==> src/rtl/wlv_pkg.sv <==
package wlv_pkg;
  typedef enum logic [3:0] {
    S_IDLE,
    S_MR_ON,
    S_MR_ON_W,
    S_SETTLE,
    S_SAMPLE,
    S_EVAL,
    S_MR_OFF,
    S_MR_OFF_W,
    S_DONE
  } wlv_state_e;
endpackage

==> src/rtl/wlv_vote.sv <==
// Counts ones over one step's samples and reports the majority.
module wlv_vote #(
  parameter int unsigned NSAMP = 5
) (
  input  logic clk,
  input  logic rst_n,
  input  logic clr,
  input  logic smp_en,
  input  logic fb,
  output logic maj
);
  localparam int unsigned VW = $clog2(NSAMP + 1);

  logic [VW-1:0] cnt_q, cnt_d;

  always_comb begin
    cnt_d = cnt_q;
    if (clr) cnt_d = '0;
    else if (smp_en && fb) cnt_d = cnt_q + 1'b1;
  end

  always_ff @(posedge clk or negedge rst_n) begin
    if (!rst_n) cnt_q <= '0;
    else        cnt_q <= cnt_d;
  end

  assign maj = ((32'(cnt_q)) * 2) > NSAMP;
endmodule

==> src/rtl/wlv_lane.sv <==
// Per-group transition search and lock.
module wlv_lane #(
  parameter int unsigned CW = 5
) (
  input  logic          clk,
  input  logic          rst_n,
  input  logic          clr,
  input  logic          upd,
  input  logic          fin,
  input  logic          vote,
  input  logic [CW-1:0] sweep_code,
  output logic          hit,
  output logic          locked,
  output logic          err,
  output logic [CW-1:0] code_o
);
  logic          have_prev_q, have_prev_d;
  logic          prev_q, prev_d;
  logic          locked_q, locked_d;
  logic          err_q, err_d;
  logic [CW-1:0] lock_code_q, lock_code_d;

  assign hit = upd && !locked_q && have_prev_q && !prev_q && vote;

  always_comb begin
    have_prev_d = have_prev_q;
    prev_d      = prev_q;
    locked_d    = locked_q;
    err_d       = err_q;
    lock_code_d = lock_code_q;
    if (clr) begin
      have_prev_d = 1'b0;
      prev_d      = 1'b0;
      locked_d    = 1'b0;
      err_d       = 1'b0;
      lock_code_d = '0;
    end else if (upd && !locked_q) begin
      have_prev_d = 1'b1;
      prev_d      = vote;
      if (hit) begin
        locked_d    = 1'b1;
        lock_code_d = sweep_code;
      end else if (fin) begin
        err_d = 1'b1;
      end
    end
  end

  always_ff @(posedge clk or negedge rst_n) begin
    if (!rst_n) begin
      have_prev_q <= 1'b0;
      prev_q      <= 1'b0;
      locked_q    <= 1'b0;
      err_q       <= 1'b0;
      lock_code_q <= '0;
    end else begin
      have_prev_q <= have_prev_d;
      prev_q      <= prev_d;
      locked_q    <= locked_d;
      err_q       <= err_d;
      lock_code_q <= lock_code_d;
    end
  end

  assign locked = locked_q;
  assign err    = err_q;
  assign code_o = locked_q ? lock_code_q : (err_q ? '0 : sweep_code);
endmodule

==> src/rtl/wlv_seq.sv <==
// Run sequencer: mode writes, settle waits, pulse bursts, sweep code.
module wlv_seq
  import wlv_pkg::*;
#(
  parameter int unsigned CODES  = 32,
  parameter int unsigned NSAMP  = 5,
  parameter int unsigned SETTLE = 3,
  parameter int unsigned MRD    = 4,
  localparam int unsigned CW    = $clog2(CODES)
) (
  input  logic          clk,
  input  logic          rst_n,
  input  logic          start,
  input  logic          all_lock,
  output logic          mr_wr,
  output logic          mr_on,
  output logic          pulse,
  output logic          smp_clr,
  output logic          upd,
  output logic          fin,
  output logic          clr,
  output logic          done,
  output logic [CW-1:0] code
);
  localparam int unsigned M1 = (NSAMP > SETTLE) ? NSAMP : SETTLE;
  localparam int unsigned M2 = (M1 > MRD) ? M1 : MRD;
  localparam int unsigned WW = $clog2(M2 + 1);

  wlv_state_e    st_q, st_d;
  logic [WW-1:0] wc_q, wc_d;
  logic [CW-1:0] code_q, code_d;
  logic          last_code;

  assign last_code = (code_q == CW'(CODES - 1));

  always_comb begin
    st_d    = st_q;
    wc_d    = wc_q;
    code_d  = code_q;
    mr_wr   = 1'b0;
    mr_on   = 1'b0;
    pulse   = 1'b0;
    smp_clr = 1'b0;
    upd     = 1'b0;
    fin     = 1'b0;
    clr     = 1'b0;
    unique case (st_q)
      S_IDLE, S_DONE: begin
        if (start) begin
          clr    = 1'b1;
          code_d = '0;
          st_d   = S_MR_ON;
        end
      end
      S_MR_ON: begin
        mr_wr = 1'b1;
        mr_on = 1'b1;
        wc_d  = '0;
        st_d  = S_MR_ON_W;
      end
      S_MR_ON_W: begin
        wc_d = wc_q + 1'b1;
        if (wc_q == WW'(MRD - 1)) begin
          wc_d = '0;
          st_d = S_SETTLE;
        end
      end
      S_SETTLE: begin
        smp_clr = 1'b1;
        wc_d    = wc_q + 1'b1;
        if (wc_q == WW'(SETTLE - 1)) begin
          wc_d = '0;
          st_d = S_SAMPLE;
        end
      end
      S_SAMPLE: begin
        pulse = 1'b1;
        wc_d  = wc_q + 1'b1;
        if (wc_q == WW'(NSAMP - 1)) begin
          wc_d = '0;
          st_d = S_EVAL;
        end
      end
      S_EVAL: begin
        upd = 1'b1;
        fin = last_code || all_lock;
        if (fin) begin
          st_d = S_MR_OFF;
        end else begin
          code_d = code_q + 1'b1;
          st_d   = S_SETTLE;
        end
      end
      S_MR_OFF: begin
        mr_wr = 1'b1;
        wc_d  = '0;
        st_d  = S_MR_OFF_W;
      end
      S_MR_OFF_W: begin
        wc_d = wc_q + 1'b1;
        if (wc_q == WW'(MRD - 1)) begin
          wc_d = '0;
          st_d = S_DONE;
        end
      end
      default: st_d = S_IDLE;
    endcase
  end

  always_ff @(posedge clk or negedge rst_n) begin
    if (!rst_n) begin
      st_q   <= S_IDLE;
      wc_q   <= '0;
      code_q <= '0;
    end else begin
      st_q   <= st_d;
      wc_q   <= wc_d;
      code_q <= code_d;
    end
  end

  assign done = (st_q == S_DONE);
  assign code = code_q;
endmodule

==> src/rtl/wlv_sweeper.sv <==
module wlv_sweeper #(
  parameter int unsigned NGRP     = 8,
  parameter int unsigned CODES    = 32,
  parameter int unsigned NSAMP    = 5,
  parameter int unsigned SETTLE   = 3,
  parameter int unsigned MRD      = 4,
  parameter int unsigned MRA_W    = 3,
  parameter int unsigned MRD_W    = 14,
  parameter int unsigned MR1_ADDR = 1,
  parameter logic [13:0] MR1_BASE = 14'h0001,
  parameter int unsigned LVL_BIT  = 7,
  localparam int unsigned CW      = $clog2(CODES)
) (
  input  logic               clk,
  input  logic               rst_n,
  input  logic               start_i,
  output logic               mr_wr_o,
  output logic [MRA_W-1:0]   mr_addr_o,
  output logic [MRD_W-1:0]   mr_data_o,
  output logic               pulse_o,
  input  logic [NGRP-1:0]    fb_i,
  output logic [NGRP*CW-1:0] dly_code_o,
  output logic [NGRP-1:0]    err_o,
  output logic               done_o
);
  localparam logic [MRD_W-1:0] LVL_MASK = MRD_W'(1) << LVL_BIT;
  localparam logic [MRD_W-1:0] BASE     = MRD_W'(MR1_BASE);

  logic          mr_on, smp_clr, upd, fin, clr, all_lock;
  logic [CW-1:0] sweep_code;
  logic [NGRP-1:0] vote, hit, locked;

  assign all_lock = &(locked | hit);

  wlv_seq #(
    .CODES (CODES),
    .NSAMP (NSAMP),
    .SETTLE(SETTLE),
    .MRD   (MRD)
  ) seq_i (
    .clk     (clk),
    .rst_n   (rst_n),
    .start   (start_i),
    .all_lock(all_lock),
    .mr_wr   (mr_wr_o),
    .mr_on   (mr_on),
    .pulse   (pulse_o),
    .smp_clr (smp_clr),
    .upd     (upd),
    .fin     (fin),
    .clr     (clr),
    .done    (done_o),
    .code    (sweep_code)
  );

  for (genvar g = 0; g < NGRP; g++) begin : g_grp
    wlv_vote #(.NSAMP(NSAMP)) vote_i (
      .clk   (clk),
      .rst_n (rst_n),
      .clr   (smp_clr),
      .smp_en(pulse_o),
      .fb    (fb_i[g]),
      .maj   (vote[g])
    );
    wlv_lane #(.CW(CW)) lane_i (
      .clk       (clk),
      .rst_n     (rst_n),
      .clr       (clr),
      .upd       (upd),
      .fin       (fin),
      .vote      (vote[g]),
      .sweep_code(sweep_code),
      .hit       (hit[g]),
      .locked    (locked[g]),
      .err       (err_o[g]),
      .code_o    (dly_code_o[g*CW +: CW])
    );
  end

  assign mr_addr_o = MRA_W'(MR1_ADDR);
  assign mr_data_o = mr_on ? (BASE | LVL_MASK) : (BASE & ~LVL_MASK);
endmodule

==> config.mk <==
export PLATFORM = sky130hd
export DESIGN_NAME = wlv_sweeper
export DESIGN_NICKNAME = d
export VERILOG_FILES = /design/src/rtl/wlv_pkg.sv /design/src/rtl/wlv_vote.sv /design/src/rtl/wlv_lane.sv /design/src/rtl/wlv_seq.sv /design/src/rtl/wlv_sweeper.sv
export SDC_FILE = /design/constraint.sdc
export NUM_CORES = 1
export LEC_CHECK = 0
export CAP_MARGIN = 20
export CORE_UTILIZATION = 60
export DETAILED_ROUTE_END_ITERATION = 10
export DONT_BUFFER_PORTS = 1
export HOLD_SLACK_MARGIN = 0.15
export PLACE_DENSITY = 0.85
export SYNTH_ARGS = -nofsm -noshare
export SYNTH_HDL_FRONTEND = slang
export SYNTH_SLANG_ARGS = --single-unit
==> constraint.sdc <==
create_clock -name clk -period 5 [get_ports clk]
set_input_delay 0.25 -clock clk [delete_from_list [all_inputs] [get_ports clk]]
set_output_delay 0.25 -clock clk [all_outputs]
set_load 0.03 [all_outputs]
==> key figures, run 1 <==
Synth
  – Yosys reg bits: 108
  – Syn Inst Count: 660
  – Mapped Area: 5830 sq um
  – Post-synth ARST share: 100%
  – Synth area leaders: dfrtp_1 (46%), nor2_1 (6.5%), nand2_1 (6.4%)
  – Register area share after synthesis: 46.4%
  – Mapped Avg Cell Area: 8.83 sq um
  – Commonest cells in the netlist: dfrtp_1 (108), nor2_1 (101), nand2_1 (99), o21ai_0 (61), nand2b_1 (33)
  – Yosys warnings: 0
  – Most common cell in the netlist: dfrtp_1
  – Post-synth EDFFs: 0
  – Post-synth top area cell: dfrtp_1
  – Main synth FF type: dfrtp_1
  – Unique cell type count in the Yosys netlist: 43
  – Post-synth top area share: 46.4%

Timing
  – Final setup margin: 2130 ps
  – Slew headroom: 30.6%
  – Fmax: 348 MHz
  – RSZ-0062 raised after global routing: false
  – Clock skew: 13.1 ps
  – Hold slack: 165 ps
  – Period utilization: 57.5%
  – Setup TNS: 0 ps
  – Slew Limit Fails: 0
  – Min Tclk post-route: 2870 ps
  – Worst slew pin tran: 1040 ps
  – # setup viols final: 0
  – Final Hold Vio Count: 0

Status
  – Status: finished clean

Placed design
  – Routability congestion estimate: 0.846
  – Pre-CTS WS: 2230 ps
  – IO buf count: 0
  – Post-DP HPWL: 8.20 mm

Min path
  – Worst hold start: fb_i[4]
  – Hold EP: g_grp[4].vote_i.cnt_q[0]
  – Worst min path class: primary input to flip-flop
  – Worst hold path stage count: 3

Drt
  – Drt first pass iters: 5
  – Post-DRT Antenna Nets: 0
  – Drt initial violations: 382
  – Drt drc: 0
  – Routed via count: 4477
  – WL final: 12.5 mm
  – Routed wire per std cell: 16.2 um
  – DR vias/cell: 5.82

Setup path
  – Worst Setup End Kind: flip-flop
  – Worst R2R Setup Slack: 2130 ps
  – Critical path fanouts, max: 18
  – Crit path DAT: 3120 ps
  – CP Class: flip-flop to flip-flop
  – Critical Path RT: 5250 ps
  – R2R Path Start: seq_i.st_q[3]
  – CP startpoint kind: flip-flop
  – Reg2reg end: seq_i.st_q[0]
  – FF-to-FF path depth: 6

Floorplanning
  – Die X-Extent: 101 um
  – Die ar.: 10100 sq um
  – I/O pins: 79
  – Core area: 9330 sq um
  – Starting Density: 62.5%
  – Die height: 101 um
  – FP Rows: 35

Clock tree
  – CTS tree: built
  – CTS H-Tree Depth: 3
  – Sinks on Clock Net: 108
  – Post-CTS Resized: 0
  – Worst skew pair latency: 370 ps
  – CTS root buffer: clkbuf_8
  – CTS clk-pin slew, worst paths: 100 ps
  – Num CTS Buffers: 9
  – Hold buffers post-CTS: 10
  – Longest Clk Path Bufs: 2
  – Post-CTS Setup Repair Bufs: 0

Pwr
  – Leak: 2.77 nW
  – Pwr Total: 2.69 mW
  – Max IR drop VDD: 0.228 mV
  – Pwr per Cell Area: 449 nW/um^2

Finish
  – Final Util: 64.3%
  – Synth-to-Final Area Change: 2.96%
  – Share of layout cells above drive strength 1: 5.16%
  – # nets final: 662
  – # diodes: 0

Flow run
  – Max-cap violations: 0

Global routing
  – Vias in the first global route: 4415
  – Overall Global Routing Usage: 26.7%
  – GR Overflow Total: 0
  – Largest net degree at the start of global routing: 109
  – Initial antenna violation count: 0
  – First-pass GRT wire length: 21.0 mm
==> worst max-delay path, cell delays in order, from the launching register on <==
cell and delay [ps]:
dfrtp_1 600, nor4bb_4 700, a41oi_1 280, nor4_1 330
a21o_2 350, nor2_2 110, or3_1 390
==> how the worst max path moves through the flow <==
stage                        from             to  slack, ps
floorplan           seq_i.wc_q[0]  seq_i.st_q[0]       2920
global placement    seq_i.st_q[3]  seq_i.st_q[0]       2290
detailed placement  seq_i.st_q[3]  seq_i.st_q[0]       2230
CTS                 seq_i.st_q[3]  seq_i.st_q[0]       2190
global route        seq_i.st_q[3]  seq_i.st_q[0]       1960
finish              seq_i.st_q[3]  seq_i.st_q[0]       2130
==> routing by layer <==
| layer | part of all wire, % | wire, um | up-vias | GRT usage (%) |
|---|---|---|---|---|
| li1 | - | - | 2116 | - |
| met1 | 43 | 5300 | 2188 | 34.9 |
| met2 | 50 | 6200 | 152 | 44.5 |
| met3 | 5.6 | 698 | 21 | 5.55 |
| met4 | 2.1 | 266 | 0 | 9.25 |
| met5 | 0 | 0 | - | 0 |
==> cell type report <==
cell class	instances	area, sq um
Inverter	16	60.1
Timing Repair Buffer	13	140
Tap cell	129	161
Sequential cell	108	2700
Clock inverter	5	37.5
Multi-Input combinational cell	487	2770
Fill cell	721	3330
Clock buffer	11	131
==> kinds of logic after synthesis <==
logic type / synth area share (%)
other cells: 0.129
xor+xnor: 2.70
flops: 46.4
simple gates: 22.9
compound gates: 12.3
mux: 5.00
buf+inv: 7.13
fa+ha+maj: 3.43
==> metrics by stage <==
stage                     cell area (sq um)  cells
after CTS                              6000    769
after detailed placement               5720    743
after global routing                   6000    769
after floorplan                        5880    674
final                                  6000    769
after global placement                 5720    743
==> state kept, by name, indices dropped and copies added (netlist names) <==
register and count:
g_grp.lane_i.lock_code_q 40, seq_i.st_q 4, seq_i.code 5, g_grp.lane_i.err 8
g_grp.lane_i.prev_q 8, g_grp.lane_i.locked 8, g_grp.vote_i.cnt_q 24, g_grp.lane_i.have_prev_q 8
seq_i.wc_q 3
==> layout by cell type, fill, tap and decap left out, drive strengths merged, types with 2 or more instances in the layout <==
master	count
dfrtp	108
nor2	102
nand2	99
o21ai	62
nand2b	33
mux2i	28
nor3	25
xor2	18
nand3	17
inv	17
ha	16
conb	16
a21oi	11
a22o	11
clkbuf	11
a31oi	9
dlygate4sd3	9
a21o	9
a41oi	8
nor4	4
buf	4
and2	2
or3	2
a211oi	2
o21a	2
clkinvlp	2
or2	2
clkinv	2
==> where the power goes <==
group	switching [mW]	total (mW)	internal [mW]
combinational	0.625	0.926	0.301
sequential	0.257	1.28	1.03
clock	0.300	0.484	0.184
total	1.18	2.69	1.51
(Power assumes the default switching activity.)
==> run 2: changes to the inputs <==
--- a/config.mk
+++ b/config.mk
@@ -5,6 +5,7 @@
 export SDC_FILE = /design/constraint.sdc
 export NUM_CORES = 1
 export LEC_CHECK = 0
+export ABC_AREA = 1
 export CAP_MARGIN = 20
 export CORE_UTILIZATION = 60
 export DETAILED_ROUTE_END_ITERATION = 10
==> constraint.sdc (replaced) <==
create_clock -name clk -period 2.75 [get_ports clk]
set_input_delay 0.1375 -clock clk [delete_from_list [all_inputs] [get_ports clk]]
set_output_delay 0.1375 -clock clk [all_outputs]
set_load 0.03 [all_outputs]
==> run 2 against run 1 <==
  * The flow now finishes with violations (DRC)
  * Sequential share of layout area is essentially flat
  * Sequential cell count is the same
  * Worst setup slack lost 1400 ps
  * Worst hold slack gained 200 ps
  * Area after synthesis shrank 4.1%
  * Critical path depth shrank 4
  * Global-route usage shrank 0.38 points
  * Largest power group unchanged
  * Highest routed layer unchanged
==> key figures, run 2 <==
Timing
  – Period utilization: 73.9%
  – Slew Limit Fails: 0 (unchanged)
  – Min Tclk post-route: 2030 ps
  – Clock skew: 13.2 ps (+0.0887 ps)
  – RSZ-0062 raised after global routing: false
  – Slew headroom: 50.7% (+20 points)
  – Final Hold Vio Count: 0 (unchanged)
  – Worst slew pin tran: 751 ps (-287 ps)
  – Fmax: 492 MHz
  – Setup TNS: 0 ps (unchanged)
  – # setup viols final: 0 (unchanged)

Setup path
  – CP Class: flip-flop to output pin
  – Reg2reg end: g_grp[2].lane_i.err
  – Worst Setup SP: g_grp[3].lane_i.err
  – Crit-path max cell delay: 590 ps (-110 ps)
  – FF-to-FF path depth: 10 (+4)
  – Critical Path Sink: dly_code_o[15]
  – Worst Setup End Kind: output pin
  – CP startpoint kind: flip-flop
  – Critical path fanouts, max: 5 (-13)
  – Worst Path Buf+Inv: 0 (unchanged)
  – Slowest cell on the critical path: o22ai_1
  – Crit path DAT: 1890 ps (-1230 ps)
  – Crit-path cells: or2_2 -> o22ai_1
  – Critical Path RT: 2610 ps (-2640 ps)
  – CP top delay family: compound AO/OA/AOI/OAI gates
  – R2R Path Start: seq_i.st_q[1]
  – Worst R2R Setup Slack: 780 ps (-1350 ps)
  – WP depth: 2 (-4)

Synth
  – Yosys warnings: 0 (unchanged)
  – Main synth FF type: dfrtp_1
  – Register area share after synthesis: 48.3% (+2.0 points)
  – Post-synth EDFFs: 0 (unchanged)
  – Post-synth top area cell: dfrtp_1
  – Post-synth top area share: 48.3% (+2.0 points)
  – Syn Inst Count: 685 (+3.8%)
  – Most common cell in the netlist: nand2_1
  – Mapped Area: 5590 sq um (-4.1%)
  – Unique cell type count in the Yosys netlist: 32 (-26%)
  – Post-synth ARST share: 100% (unchanged)
  – Mapped Avg Cell Area: 8.16 sq um (-7.6%)
  – Commonest cells in the netlist: nand2_1 (142), dfrtp_1 (108), inv_1 (80), o22ai_1 (51), a21oi_1 (40)
  – Yosys reg bits: 108 (unchanged)
  – Synth area leaders: dfrtp_1 (48%), nand2_1 (9.5%), o22ai_1 (5.7%)

Finish
  – Most frequent cells in the layout: nand2_1 (142), dfrtp_1 (108), inv_1 (80)
  – Largest registers: g_grp.lane_i.lock_code_q x40, g_grp.vote_i.cnt_q x24
  – Synth-to-Final Area Change: 7.43%
  – Commonest non-fill, non-tap cell in the layout: nand2_1
  – Share of layout cells above drive strength 1: 13.3% (+8.2 points)
  – # diodes: 0 (unchanged)
  – # nets final: 727 (+9.8%)
  – Final std cells w/o fill: 813 (+5.7%)
  – Fillers: 706 (-2.1%)
  – Largest register by flop count: g_grp.lane_i.lock_code_q
  – Max reg flops: 40 (unchanged)
  – Register area: 2700 sq um (unchanged)
  – Multi-input gate area: 2290 sq um (-17%)

Drt
  – Drt initial violations: 268 (-30%)
  – Routed wire per std cell: 15.0 um (-7.3%)
  – Routed via count: 4650 (+3.9%)
  – DR vias/cell: 5.72 (-1.8%)
  – Post-DRT Antenna Nets: 0 (unchanged)
  – Drt first pass iters: 9 (+4)
  – Drt drc: 10 (+10)
  – WL final: 12.2 mm (-2.0%)

Placed design
  – Post-DP HPWL: 8.60 mm (+4.9%)
  – Placed insts: 786 (+5.8%)
  – Routability congestion estimate: 0.874 (+3.3%)
  – IO buf count: 0 (unchanged)

Clock tree
  – Post-CTS Setup Repair Bufs: 0 (unchanged)
  – CTS H-Tree Depth: 3 (unchanged)
  – CTS tree: built
  – CTS root buffer: clkbuf_8
  – CTS clk-pin slew, worst paths: 110 ps (about the same)
  – Worst skew pair latency: 380 ps (about the same)
  – Longest Clk Path Bufs: 2 (unchanged)
  – Num CTS Buffers: 9 (unchanged)
  – Sinks on Clock Net: 108 (unchanged)

Pwr
  – Sequential Power Share: 43.4% (-4.3 points)
  – Clock share of power: 19.0% (+1.0 points)
  – Combinational fraction of design power: 37.5% (+3.1 points)
  – Pwr Total: 5.35 mW (+99%)
  – Pwr per Cell Area: 891 nW/um^2 (+99%)
  – Psw: 2.34 mW (+98%)
  – Max IR drop VDD: 0.502 mV (+120%)
  – Internal: 3.01 mW (+99%)
  – Switching share of power: 43.7% (-0.20 points)
  – Leak: 2.91 nW (+5.0%)

Floorplanning
  – Core area: 8890 sq um (-4.7%)
  – I/O pins: 79 (unchanged)
  – FP Rows: 34 (-2.9%)
  – Die ar.: 9710 sq um (-4.0%)
  – Die height: 98.5 um (-2.0%)
  – Starting Density: 62.9% (+0.38 points)
  – Die X-Extent: 98.5 um (-2.0%)

Global routing
  – Vias in the first global route: 4512 (+2.2%)
  – First-pass GRT wire length: 20.6 mm (-2.2%)
  – Initial antenna violation count: 0 (unchanged)
  – Overall Global Routing Usage: 26.3% (-0.38 points)
  – Largest net degree at the start of global routing: 109 (unchanged)
  – GR Overflow Total: 0 (unchanged)

Flow run
  – Max-cap violations: 0 (unchanged)

Status
  – Failing checks: DRC
  – Status: complete, but fails checks

Min path
  – Worst min path class: primary input to asynchronous set/reset pin
[run 2: cell types whose count changed in the layout (fill, tap and decap cells not counted), moves of 31 or more]
cell | previous run | this run
o22ai_1 | 1 | 51
nor2_1 | 101 | 29
nand2b_1 | 33 | 0
o21ai_1 | 1 | 38
nand2_1 | 99 | 142
inv_1 | 16 | 80
o21ai_0 | 61 | 30
[run 2: layer usage]
metal / vias up / global-route usage (%) / part of all wire (%)
met5: - / 0 / 0
met4: 0 / 8.73 / 1.4
met3: 23 / 4.96 / 7.3
met2: 187 / 44.4 / 49
met1: 2209 / 34.5 / 42
li1: 2231 / - / -
[run 2: cell type report]
cell class / count / share of cell area [%]
flip-flops and latches: 108 / 45.0
clock buffers: 9 / 2.06
well taps: 108 / 2.25
clock inverters: 7 / 1.46
inverters: 108 / 6.75
repair buffers: 29 / 4.38
multi-input cells: 444 / 38.1
[run 2: cells by family (layout without fill, tap and decap cells)]
logic type | Yosys count | count (layout) | synth area share, %
buf+inv | 147 | 153 | 11.7
other cells | 2 | 16 | 0.134
xor+xnor | 2 | 2 | 0.313
simple gates | 245 | 245 | 19.6
compound gates | 165 | 165 | 16.3
fa+ha+maj | 16 | 16 | 3.58
flops | 108 | 108 | 48.3
[run 2: worst min path at each step]
stage | startpoint | endpoint | slack (ps) | cells past startpoint
after global routing | rst_n | g_grp[7].lane_i.lock_code_q[2] | 430 | 2
after floorplan | rst_n | g_grp[0].lane_i.err | -160 | 0
after detailed placement | rst_n | g_grp[1].lane_i.lock_code_q[2] | -150 | 0
after CTS | rst_n | g_grp[2].lane_i.lock_code_q[4] | 390 | 2
final | rst_n | g_grp[2].lane_i.lock_code_q[1] | 360 | 2
after global placement | rst_n | g_grp[5].lane_i.lock_code_q[3] | -160 | 0
[run 2: through the flow]
| step | setup slack [ps] | util [%] | instance area, sq um | hold slack (ps) |
|---|---|---|---|---|
| 6_report | 718 | 67.5 | 6010 | 363 |
| 5_1_grt | 626 | 67.5 | 6010 | 429 |
| 4_1_cts | 702 | 67.5 | 6010 | 386 |
| 3_5_place_dp | 845 | 63.7 | 5670 | -155 |
| 3_3_place_gp | 937 | 63.7 | 5670 | -155 |
| 2_1_floorplan | 1130 | - | 5640 | -158 |
[run 2: power by group through the flow]
stage / clock [mW] / combinational, mW / sequential [mW]
after global routing: 1.09 / 2.24 / 2.36
after floorplan: 0 / 1.71 / 2.18
after CTS: 1.04 / 1.99 / 2.32
after global placement: 0 / 1.83 / 2.33
after detailed placement: 0 / 1.94 / 2.35
final: 1.02 / 2.01 / 2.32
[run 2: timing repair]
item,in CTS,in global routing
hold buffers,11,0
gates resized for setup,0,0
endpoints found under the hold margin,142,0
==> run 3: changes to the inputs <==
==> constraint.sdc (replaced) <==
create_clock -name clk -period 1.9 [get_ports clk]
set_input_delay 0.095 -clock clk [delete_from_list [all_inputs] [get_ports clk]]
set_output_delay 0.095 -clock clk [all_outputs]
set_load 0.03 [all_outputs]
==> run 3 against run 2 <==
  * The run ends with DRC, hold timing left
  * Highest routed layer unchanged
  * Critical path depth increased by 1
  * First-iteration DRC count increased by 17%
  * Non-clock buffer count increased by 32
  * Sequential cell count stayed put
  * Wire length up 2.2%
  * Utilization up 2.6 points
  * Largest power group unchanged
  * Die area stayed put
==> key figures, run 3 (synthesis results as in run 2) <==
Finish
  – Synth-to-Final Area Change: 11.6%
  – Share of layout cells above drive strength 1: 17.9% (+4.6 points)
  – Largest register by flop count: g_grp.lane_i.lock_code_q
  – Final instance area: 6240 sq um (+3.9%)
  – Largest registers: g_grp.lane_i.lock_code_q x40, g_grp.vote_i.cnt_q x24
  – Most frequent cells in the layout: nand2_1 (141), dfrtp_1 (108), inv_1 (80)
  – # nets final: 759 (+4.4%)
  – Commonest non-fill, non-tap cell in the layout: nand2_1
  – # diodes: 0 (unchanged)
  – Max reg flops: 40 (unchanged)

Floorplanning
  – Die ar.: 9710 sq um (unchanged)
  – I/O pins: 79 (unchanged)
  – Die height: 98.5 um (unchanged)
  – Core area: 8890 sq um (unchanged)
  – FP Rows: 34 (unchanged)
  – Starting Density: 62.9% (unchanged)
  – Die X-Extent: 98.5 um (unchanged)

Timing
  – Slew Limit Fails: 0 (unchanged)
  – Worst slew pin tran: 529 ps (-222 ps)
  – Clock skew: 16.9 ps (+3.71 ps)
  – Fmax: 552 MHz
  – Final Hold Vio Count: 108 (+108)
  – RSZ-0062 raised after global routing: true
  – Slew headroom: 64.7% (+14 points)
  – Min Tclk post-route: 1810 ps
  – Hold slack: -607 ps (-970 ps)
  – Period utilization: 95.3%
  – # setup viols final: 0 (unchanged)

Status
  – Failing checks: DRC, hold timing
  – Status: complete, but fails checks

Clock tree
  – Hold buffers post-CTS: 9 (-2)
  – Worst skew pair latency: 380 ps (about the same)
  – Num CTS Buffers: 9 (unchanged)
  – CTS clk-pin slew, worst paths: 110 ps (about the same)
  – CTS tree: built
  – Sinks on Clock Net: 108 (unchanged)
  – CTS root buffer: clkbuf_8
  – CTS H-Tree Depth: 3 (unchanged)
  – Longest Clk Path Bufs: 2 (unchanged)

Setup path
  – Crit path DAT: 1720 ps (-170 ps)
  – Critical Path RT: 1800 ps (-810 ps)
  – CP Class: flip-flop to output pin
  – CP startpoint kind: flip-flop
  – Critical path fanouts, max: 5 (unchanged)
  – Worst Setup End Kind: output pin
  – Worst Setup SP: g_grp[3].lane_i.err
  – R2R Path Start: seq_i.st_q[3]

Drt
  – Routed via count: 4713 (+1.4%)
  – DR vias/cell: 5.58 (-2.5%)
  – Drt initial violations: 313 (+17%)
  – Post-DRT Antenna Nets: 0 (unchanged)
  – WL final: 12.5 mm (+2.2%)
  – Routed wire per std cell: 14.8 um (-1.6%)
  – Drt first pass iters: 7 (-2)
  – Drt drc: 10 (unchanged)

Placed design
  – Dpl cell area: 5880 sq um (+3.8%)
  – Routability congestion estimate: 0.859 (-1.8%)
  – Post-DP HPWL: 8.97 mm (+4.3%)
  – IO buf count: 0 (unchanged)

Global routing
  – First-pass GRT wire length: 20.8 mm (+0.94%)
  – Vias in the first global route: 4467 (-1.0%)
  – GR Overflow Total: 0 (unchanged)
  – Initial antenna violation count: 0 (unchanged)
  – Overall Global Routing Usage: 27.0% (+0.66 points)
  – Largest net degree at the start of global routing: 109 (unchanged)

Flow run
  – Max-cap violations: 0 (unchanged)

Pwr
  – Psw: 3.45 mW (+48%)
  – Max IR drop VDD: 0.768 mV (+53%)
  – Sequential Power Share: 43.2% (-0.2 points)
  – Switching share of power: 44.3% (+0.59 points)
  – Clock share of power: 17.4% (-1.6 points)
  – Pwr per Cell Area: 1250 nW/um^2 (+40%)
  – Leak: 3.05 nW (+4.8%)
  – Combinational fraction of design power: 39.4% (+1.9 points)
  – Internal: 4.35 mW (+44%)

Min path
  – Worst min path class: primary input to asynchronous set/reset pin
==> run 3: cell count changes in the layout (fill, tap and decap cells not counted), sizes merged <==
cell	delta
buf	+33
inv	-1
clkinvlp	+2
bufinv	-1
dlygate4sd3	-1
==> run 3: area by class of cell <==
class	instances	area (sq um)
clock buffers	9	124
inverters	108	405
well taps	108	135
multi-input cells	444	2320
repair buffers	61	484
fillers	660	2650
flip-flops and latches	108	2700
clock inverters	7	68.8
==> run 3: what timing repair did <==
| item | in CTS | in global routing |
|---|---|---|
| resized for setup | 0 | 8 |
| endpoints found under the hold margin | 134 | 108 |
| endpoints found under the setup margin | 0 | 17 |
| setup buffers | 0 | 5 |
==> run 3: stage by stage <==
| step | TNS (ps) | worst slack [ps] | total power, mW | std cells | util (%) |
|---|---|---|---|---|---|
| after floorplan | 0 | 280 | 5.63 | 699 | - |
| after global placement | 0 | 180 | 6.12 | 815 | 66.2 |
| after detailed placement | 0 | 7.20 | 6.34 | 815 | 66.2 |
| after CTS | 0 | 6.75 | 7.71 | 840 | 69.4 |
| after global routing | -263 | -71.5 | 8.32 | 845 | 70.2 |
| final | 0 | 89.3 | 7.80 | 845 | 70.2 |
==> run 3: per-layer routing <==
| layer | up-vias | routed length (um) | GRT usage (%) |
|---|---|---|---|
| met4 | 0 | 185 | 9.18 |
| li1 | 2302 | - | - |
| met1 | 2232 | 5390 | 35.9 |
| met5 | - | 0 | 0 |
| met2 | 159 | 6200 | 44.9 |
| met3 | 20 | 717 | 4.82 |
==> run 3: worst paths after layout <==
path / end / slack, ps / cells past startpoint
setup / recovery: dly_code_o[15] / 90 / 3
hold / removal: g_grp[1].lane_i.lock_code_q[2] / -610 / 0
setup reg to reg: g_grp[0].lane_i.err / 90 / 12
hold reg to reg: g_grp[4].lane_i.lock_code_q[0] / 500 / 2
max in group asynchronous: seq_i.wc_q[0] / 2340 / 0
min in group clk: g_grp[6].vote_i.cnt_q[1] / 430 / 3
==> run 3: power by group through the flow <==
stage          clock, mW  combinational (mW)  sequential, mW
2_1_floorplan          0                2.47            3.16
3_3_place_gp           0                2.75            3.37
3_5_place_dp           0                2.94            3.41
4_1_cts             1.38                2.97            3.36
5_1_grt             1.48                3.42            3.42
6_report            1.36                3.07            3.37
==> run 3: worst max-delay path, stage by stage, from the launching register on <==
cell     delay [ps]
dfrtp_1         530
or2_2           410
o22ai_1         190
buf_4           200
